--- src/rtl/ata_seq_pkg.sv ---
package ata_seq_pkg;

    typedef enum logic [2:0] {
        ST_IDLE    = 3'd0,
        ST_LOAD    = 3'd1,
        ST_DRAIN   = 3'd2,
        ST_BUSY_LD = 3'd3,
        ST_BUSY_DR = 3'd4
    } seq_state_t;

    localparam logic [3:0] A_FEAT     = 4'd1;
    localparam logic [3:0] A_COUNT    = 4'd2;
    localparam logic [3:0] A_SECT     = 4'd3;
    localparam logic [3:0] A_CYL_LO   = 4'd4;
    localparam logic [3:0] A_CYL_HI   = 4'd5;
    localparam logic [3:0] A_DRVHD    = 4'd6;
    localparam logic [3:0] A_STAT_CMD = 4'd7;
    localparam logic [3:0] A_ALT_CTRL = 4'd8;

    localparam int NUM_TF = 6;

    localparam logic [7:0] STAT_RDY = 8'h40;
    localparam logic [7:0] STAT_DRQ = 8'h08;
    localparam logic [7:0] STAT_BSY = 8'h80;

    localparam int MASK_BIT = 1;
    localparam int DRV_BIT  = 4;
    localparam int LBA_W    = 28;
    localparam int CNT_W    = 9;

endpackage

--- src/rtl/ata_taskfile.sv ---
module ata_taskfile
    import ata_seq_pkg::*;
(
    input  logic                  clk,
    input  logic                  rst_n,
    input  logic                  wr_en,
    input  logic [3:0]            addr,
    input  logic [7:0]            wdata,
    output logic [NUM_TF*8-1:0]   tf_flat
);

    for (genvar i = 0; i < NUM_TF; i++) begin : g_tf
        logic [7:0] r;
        always_ff @(posedge clk or negedge rst_n) begin
            if (!rst_n)
                r <= '0;
            else if (wr_en && addr == 4'(i + 1))
                r <= wdata;
        end
        assign tf_flat[i*8 +: 8] = r;
    end

endmodule

--- src/rtl/ata_xfer_fsm.sv ---
module ata_xfer_fsm
    import ata_seq_pkg::*;
#(
    parameter int SECTOR_BYTES = 512,
    parameter int DELAY_W      = 16,
    localparam int IDX_W       = (SECTOR_BYTES > 1) ? $clog2(SECTOR_BYTES) : 1
)(
    input  logic               clk,
    input  logic               rst_n,
    input  logic               cmd_wr,
    input  logic [7:0]         cmd_code,
    input  logic [7:0]         count_reg,
    input  logic [LBA_W-1:0]   lba_start,
    input  logic               drv_sel,
    input  logic               dp_wr,
    input  logic               dp_rd,
    input  logic [DELAY_W-1:0] ready_delay,
    input  logic               blk_ack,
    output seq_state_t         state_q,
    output logic [IDX_W-1:0]   byte_q,
    output logic               req_q,
    output logic               wr_q,
    output logic               drv_q,
    output logic [LBA_W-1:0]   blk_lba,
    output logic               done,
    output logic               err_q
);

    localparam logic [IDX_W-1:0] LAST_IDX = IDX_W'(SECTOR_BYTES - 1);

    seq_state_t         state_d;
    logic [IDX_W-1:0]   byte_d;
    logic [CNT_W-1:0]   rem_q, rem_d, seq_q, seq_d, count_n;
    logic [DELAY_W-1:0] wait_q, wait_d;
    logic [LBA_W-1:0]   lba_q, lba_d;
    logic               req_d, wr_d, drv_d, is_rd_cmd, is_wr_cmd, is_busy, last_byte, bad;

    assign is_rd_cmd = (cmd_code == 8'h20) || (cmd_code == 8'h21);
    assign is_wr_cmd = (cmd_code == 8'h30) || (cmd_code == 8'h31);
    assign count_n   = (count_reg == 8'd0) ? CNT_W'(256) : CNT_W'(count_reg);
    assign is_busy   = (state_q == ST_BUSY_LD) || (state_q == ST_BUSY_DR);
    assign last_byte = (byte_q == LAST_IDX);
    assign done      = is_busy && !req_q && (wait_q == '0);
    assign bad       = (cmd_wr && state_q != ST_IDLE)
                     || (dp_wr && state_q != ST_LOAD)
                     || (dp_rd && state_q != ST_DRAIN);
    assign blk_lba   = lba_q + LBA_W'(seq_q);

    always_comb begin
        state_d = state_q;
        rem_d   = rem_q;
        byte_d  = byte_q;
        seq_d   = seq_q;
        req_d   = req_q;
        wr_d    = wr_q;
        wait_d  = wait_q;
        lba_d   = lba_q;
        drv_d   = drv_q;
        unique case (state_q)
            ST_IDLE: begin
                if (cmd_wr && (is_rd_cmd || is_wr_cmd)) begin
                    lba_d  = lba_start;
                    drv_d  = drv_sel;
                    seq_d  = '0;
                    byte_d = '0;
                    rem_d  = count_n;
                    if (is_rd_cmd) begin
                        state_d = ST_BUSY_DR;
                        req_d   = 1'b1;
                        wr_d    = 1'b0;
                        wait_d  = ready_delay;
                    end else begin
                        state_d = ST_LOAD;
                        wr_d    = 1'b1;
                    end
                end
            end
            ST_LOAD: begin
                if (dp_wr) begin
                    if (last_byte) begin
                        byte_d  = '0;
                        rem_d   = rem_q - 1'b1;
                        req_d   = 1'b1;
                        wr_d    = 1'b1;
                        wait_d  = ready_delay;
                        state_d = ST_BUSY_LD;
                    end else begin
                        byte_d = byte_q + 1'b1;
                    end
                end
            end
            ST_DRAIN: begin
                if (dp_rd) begin
                    if (last_byte) begin
                        byte_d  = '0;
                        rem_d   = rem_q - 1'b1;
                        req_d   = (rem_q != CNT_W'(1));
                        wr_d    = 1'b0;
                        wait_d  = ready_delay;
                        state_d = ST_BUSY_DR;
                    end else begin
                        byte_d = byte_q + 1'b1;
                    end
                end
            end
            ST_BUSY_LD, ST_BUSY_DR: begin
                if (req_q) begin
                    if (blk_ack) begin
                        req_d = 1'b0;
                        seq_d = seq_q + 1'b1;
                    end
                end else if (wait_q == '0) begin
                    if (rem_q == '0)
                        state_d = ST_IDLE;
                    else
                        state_d = (state_q == ST_BUSY_LD) ? ST_LOAD : ST_DRAIN;
                end else begin
                    wait_d = wait_q - 1'b1;
                end
            end
            default: state_d = ST_IDLE;
        endcase
    end

    always_ff @(posedge clk or negedge rst_n) begin
        if (!rst_n) begin
            state_q <= ST_IDLE;
            rem_q   <= '0;
            byte_q  <= '0;
            seq_q   <= '0;
            req_q   <= 1'b0;
            wr_q    <= 1'b0;
            wait_q  <= '0;
            lba_q   <= '0;
            drv_q   <= 1'b0;
            err_q   <= 1'b0;
        end else begin
            state_q <= state_d;
            rem_q   <= rem_d;
            byte_q  <= byte_d;
            seq_q   <= seq_d;
            req_q   <= req_d;
            wr_q    <= wr_d;
            wait_q  <= wait_d;
            lba_q   <= lba_d;
            drv_q   <= drv_d;
            err_q   <= err_q | bad;
        end
    end

endmodule

--- src/rtl/ata_irq_ctl.sv ---
module ata_irq_ctl (
    input  logic clk,
    input  logic rst_n,
    input  logic done,
    input  logic ctrl_wr,
    input  logic ctrl_mask_in,
    input  logic stat_rd,
    output logic irq_q
);

    logic mask_q, mask_eff, clr;

    assign mask_eff = ctrl_wr ? ctrl_mask_in : mask_q;
    assign clr      = stat_rd || (ctrl_wr && ctrl_mask_in);

    always_ff @(posedge clk or negedge rst_n) begin
        if (!rst_n) begin
            mask_q <= 1'b0;
            irq_q  <= 1'b0;
        end else begin
            if (ctrl_wr)
                mask_q <= ctrl_mask_in;
            irq_q <= (done && !mask_eff) || (irq_q && !clr);
        end
    end

endmodule

--- src/rtl/ata_xfer_seq.sv ---
module ata_xfer_seq
    import ata_seq_pkg::*;
#(
    parameter int SECTOR_BYTES = 512,
    parameter int DELAY_W      = 16,
    localparam int IDX_W       = (SECTOR_BYTES > 1) ? $clog2(SECTOR_BYTES) : 1
)(
    input  logic               clk,
    input  logic               rst_n,
    input  logic               reg_wr,
    input  logic               reg_rd,
    input  logic [3:0]         reg_addr,
    input  logic [7:0]         reg_wdata,
    output logic [7:0]         reg_rdata,
    input  logic               dp_wr,
    input  logic               dp_rd,
    output logic [IDX_W-1:0]   buf_idx,
    input  logic [DELAY_W-1:0] ready_delay,
    output logic               blk_req,
    output logic               blk_wr,
    output logic               blk_drive,
    output logic [LBA_W-1:0]   blk_lba,
    input  logic               blk_ack,
    output logic               proto_err,
    output logic               intrq
);

    logic [NUM_TF*8-1:0] tf_flat;
    logic [7:0]          r_count, r_sect, r_cyl_lo, r_cyl_hi, r_drvhd, status;
    logic [2:0]          tf_sel;
    logic                cmd_wr, ctrl_wr, stat_rd, xfer_done;
    seq_state_t          cur_state;

    assign cmd_wr   = reg_wr && (reg_addr == A_STAT_CMD);
    assign ctrl_wr  = reg_wr && (reg_addr == A_ALT_CTRL);
    assign stat_rd  = reg_rd && (reg_addr == A_STAT_CMD);
    assign r_count  = tf_flat[(A_COUNT  - 1)*8 +: 8];
    assign r_sect   = tf_flat[(A_SECT   - 1)*8 +: 8];
    assign r_cyl_lo = tf_flat[(A_CYL_LO - 1)*8 +: 8];
    assign r_cyl_hi = tf_flat[(A_CYL_HI - 1)*8 +: 8];
    assign r_drvhd  = tf_flat[(A_DRVHD  - 1)*8 +: 8];
    assign tf_sel   = 3'(reg_addr - 4'd1);

    ata_taskfile u_tf (
        .clk     (clk),
        .rst_n   (rst_n),
        .wr_en   (reg_wr),
        .addr    (reg_addr),
        .wdata   (reg_wdata),
        .tf_flat (tf_flat)
    );

    ata_xfer_fsm #(
        .SECTOR_BYTES (SECTOR_BYTES),
        .DELAY_W      (DELAY_W)
    ) u_fsm (
        .clk         (clk),
        .rst_n       (rst_n),
        .cmd_wr      (cmd_wr),
        .cmd_code    (reg_wdata),
        .count_reg   (r_count),
        .lba_start   ({r_drvhd[3:0], r_cyl_hi, r_cyl_lo, r_sect}),
        .drv_sel     (r_drvhd[DRV_BIT]),
        .dp_wr       (dp_wr),
        .dp_rd       (dp_rd),
        .ready_delay (ready_delay),
        .blk_ack     (blk_ack),
        .state_q     (cur_state),
        .byte_q      (buf_idx),
        .req_q       (blk_req),
        .wr_q        (blk_wr),
        .drv_q       (blk_drive),
        .blk_lba     (blk_lba),
        .done        (xfer_done),
        .err_q       (proto_err)
    );

    ata_irq_ctl u_irq (
        .clk          (clk),
        .rst_n        (rst_n),
        .done         (xfer_done),
        .ctrl_wr      (ctrl_wr),
        .ctrl_mask_in (reg_wdata[MASK_BIT]),
        .stat_rd      (stat_rd),
        .irq_q        (intrq)
    );

    always_comb begin
        unique case (cur_state)
            ST_LOAD, ST_DRAIN:     status = STAT_DRQ;
            ST_BUSY_LD, ST_BUSY_DR: status = STAT_BSY;
            default:               status = STAT_RDY;
        endcase
    end

    always_comb begin
        if (reg_addr >= A_FEAT && reg_addr <= A_DRVHD)
            reg_rdata = tf_flat[{tf_sel, 3'b000} +: 8];
        else if (reg_addr == A_STAT_CMD || reg_addr == A_ALT_CTRL)
            reg_rdata = status;
        else
            reg_rdata = 8'h00;
    end

endmodule

--- config.mk ---
export PLATFORM = sky130hd
export DESIGN_NAME = ata_xfer_seq
export DESIGN_NICKNAME = d
export VERILOG_FILES = /design/src/rtl/ata_seq_pkg.sv /design/src/rtl/ata_taskfile.sv /design/src/rtl/ata_xfer_fsm.sv /design/src/rtl/ata_irq_ctl.sv /design/src/rtl/ata_xfer_seq.sv
export SDC_FILE = /design/constraint.sdc
export NUM_CORES = 1
export LEC_CHECK = 0
export CORE_MARGIN = 10
export CORE_UTILIZATION = 40
export DETAILED_ROUTE_END_ITERATION = 8
export GPL_ROUTABILITY_DRIVEN = 0
export PLACE_DENSITY = 0.56
export SLEW_MARGIN = 20
export SYNTH_ARGS = -nofsm -noshare
export SYNTH_HDL_FRONTEND = slang
export SYNTH_SLANG_ARGS = --single-unit
--- constraint.sdc ---
create_clock -name clk -period 8.55 [get_ports clk]
set_clock_uncertainty 0.05 [all_clocks]
set_input_delay 1.71 -clock clk [delete_from_list [all_inputs] [get_ports clk]]
set_output_delay 1.71 -clock clk [all_outputs]
set_load 0.01 [all_outputs]
==> summary.md <==
| Metric | Value |
|---|---|
| DRT Wirelength | `approximately 20000 µm` |
| Cells after synthesis | `between 700 and 800` |
| Critical Path RT | `around 6.8 ns` |
| Slew headroom | `between 40% and 50%` |
| VDD IR-drop max | `about 0.00015 V` |
| Final hold vios | `0` |
| Die X | `156 µm` |
| Commonest non-fill, non-tap cell in the layout | `nand2_1` |
| Syn nets | `831` |
| Standard-cell row count | `between 40 and 50` |
| RSZ-0062 raised after global routing | `no` |
| Worst-Margin Slew | `0.866 ns` |
| Starting Density | `41.0%` |
| Clock Sinks | `128` |
| Reg2reg start | `u_fsm.byte_q[0]` |
| Global route total overflow | `0` |
| H-tree Lvls | `4` |
| Number of hold buffers added after CTS | `0` |
| Placed Cells | `1055` |
| Total power | `2.49 mW` |
| DRT Pass-1 Iters | `5` |
| Post-DRT Antenna Nets | `0` |
| Slew Viols, Final | `0` |
| Top cells by area, synth | `dfrtp_1 43%, mux2_2 7.1%, nand2_1 6.6%` |
| Final nets | `902` |
| Seq cells post-synth | `128` |
| Worst R2R Path Depth | `10` |
| Async set-reset flop share out of synthesis | `100%` |
| Most frequent cells in the layout | `130 x nand2_1, 128 x dfrtp_1, 83 x clkdlybuf4s50_1, 54 x o21ai_0, 52 x nor2_1` |
| CTS tree | `built` |
| Yosys Warn Count | `0` |
| Place WS | `2.02 ns` |
| Area leader, netlist | `dfrtp_1` |
| Nature of the critical path startpoint | `input pin` |
| Multi-input combinational cell area | `0.00400 mm²` |
| Initial antenna violation count | `0` |
| Syn_area_per_cell | `between 9 and 10 µm²` |
| Via-to-Cell Ratio | `~5.7` |
| Ant. Diodes | `0` |
| GR Util All Layers | `16.9%` |
| Post-Layout Cell Count | `1087` |
| Total number of vias | `6220` |
| Clock transition at path regs | `~0.05 ns` |
| # resized after CTS | `0` |
| DR iter-0 viols | `434` |
| Pin count of the biggest net entering global routing | `85` |
| Total die area | `0.0244 mm²` |
| Average wire per standard cell | `18.8 µm` |
| Postcts setup bufs | `0` |
| Reg2reg end | `u_fsm.wait_q[1]` |
| Clk_lat worst skew | `between 0.4 and 0.5 ns` |
| Post-route clock period utilization | `76.6%` |
| CP Data Arrival Time | `around 4.8 ns` |
| Maximum clock rate | `153 MHz` |
| # DRC | `0` |
| Critical Path End Type | `output pin` |
| Die Height | `156 µm` |
| Inserted Clock Buffers | `17` |
| Root buf cell | `clkbuf_16` |
| FILL cells | `1648` |
| Ratio of cells with drive above 1 in the final layout | `13.2%` |
| P_leak | `3.94 nW` |
| Maximum capacitance violations | `0` |
| Input/output buffers | `84` |
| Worst Setup EP | `reg_rdata[5]` |
| Register area | `0.00320 mm²` |
| Crit path launch | `reg_addr[0]` |
| Register area share after synthesis | `a little over two fifths` |
| Top FF cell, synth | `dfrtp_1` |
| Final worst slack | `2.00 ns` |
| Post-synthesis cell area | `0.00742 mm²` |
| First-pass GRT wire length | `between 30000 and 40000 µm` |
| EDFF count, synth | `0` |
| Dpl hpwl | `15000 µm` |
| Core Area | `~0.018 mm²` |
| IO Pins | `85` |
| CTS Buffer Depth | `2` |
| Area Overhead vs Synth | `23.4%` |
| Crit path max fanout | `19` |
| Pwr/cell area | `271 mW/mm²` |
| Status | `finished, final reports clean` |
| Final setup vio count | `0` |
| Distinct cells, synth | `71` |
| Hold Path Depth | `2` |
| Vias in the first global route | `6170` |
| Setup CP Type | `input pin to output pin` |
| Total negative setup slack | `0 ns` |
| Fin crit period | `about 6.6 ns` |
| Worst hold path class | `flop to flop` |
| Synth top area share | `43.2%` |
| R2R Setup Slk | `5.24 ns` |
[cell families after synthesis]
group / Yosys count / share of synthesized area (%)
AOI/OAI and AO/OA: 183 / 16.7
DFF: 128 / 43.2
buffers and inverters: 56 / 2.97
muxes: 63 / 10.6
adders and majority gates: 22 / 3.81
xor gates and xnor gates: 35 / 4.13
and+or+nand+nor: 287 / 18.6
[where the power goes]
part           leakage, nW  internal, mW  switching (mW)
Clock                0.337         0.606           0.273
Sequential            1.63         0.739           0.166
Combinational         1.98         0.312           0.391
[area by class of cell]
type	count	share of cell area [%]
flip-flops and latches	128	35.0
inverters	19	0.779
multi-input cells	590	43.7
repair buffers	89	9.60
clock inverters	14	3.11
well taps	229	3.13
clock buffers	18	4.69
[routing by layer]
metal / GRT usage (%) / part of all wire [%] / wire length, µm / vias to the layer above
met2: 26.0 / 47 / 9510 / 153
met3: 4.30 / 5.1 / 1040 / 13
li1: - / - / - / 2945
met4: 3.73 / 0.93 / 191 / 0
met5: 0 / 0 / 0 / -
met1: 23.5 / 47 / 9710 / 3109
[how the worst min path moves through the flow]
stage	from	endpoint	slack, ns
floorplan	u_tf.g_tf[5].r[0]	u_fsm.lba_q[24]	0.40
global placement	u_fsm.lba_q[8]	u_fsm.lba_q[8]	0.43
detailed placement	u_fsm.lba_q[8]	u_fsm.lba_q[8]	0.43
CTS	u_fsm.lba_q[8]	u_fsm.lba_q[8]	0.44
global route	u_fsm.lba_q[8]	u_fsm.lba_q[8]	0.46
finish	u_fsm.lba_q[8]	u_fsm.lba_q[8]	0.43
[cell usage after synthesis, types with 9 or more instances]
cell,count
nor3_1,19
dfrtp_1,128
nand3_1,16
a22oi_1,11
a211oi_1,12
o21ai_0,54
xnor2_1,18
nand2_1,130
clkbuf_1,26
inv_1,19
nor2_1,53
a21oi_1,38
xor2_1,17
ha_1,21
mux2_2,47
nand4_1,12
o22a_1,9
[flip-flops by register name, indices dropped and copies added, names as in the netlist]
| name | flops |
|---|---|
| u_fsm.state_q | 3 |
| u_fsm.drv_q | 1 |
| u_fsm.rem_q | 9 |
| u_fsm.lba_q | 28 |
| u_fsm.wait_q | 16 |
| u_fsm.req_q | 1 |
| u_tf.g_tf.r | 48 |
| u_irq.mask_q | 1 |
| u_fsm.seq_q | 9 |
| u_fsm.byte_q | 9 |
| u_fsm.err_q | 1 |
| u_irq.irq_q | 1 |
| u_fsm.wr_q | 1 |
[stage by stage]
stage,hold slack (ns),area [µm²],utilization [%]
finish,0.435,9160,50.6
global route,0.464,9160,50.6
CTS,0.445,9160,50.6
detailed placement,0.427,8440,46.7
global placement,0.433,8440,46.6
floorplan,0.400,7420,-
[critical path, stage by stage]
cell and delay, ns:
clkdlybuf4s50_1 0.45, buf_4 0.30, inv_1 0.15, ha_1 0.29, xor2_1 0.70, mux4_2 0.36, a21oi_1 0.07, nor2_1 0.18
clkdlybuf4s50_1 0.58
Note: power is estimated with default switching activity, not from simulation.
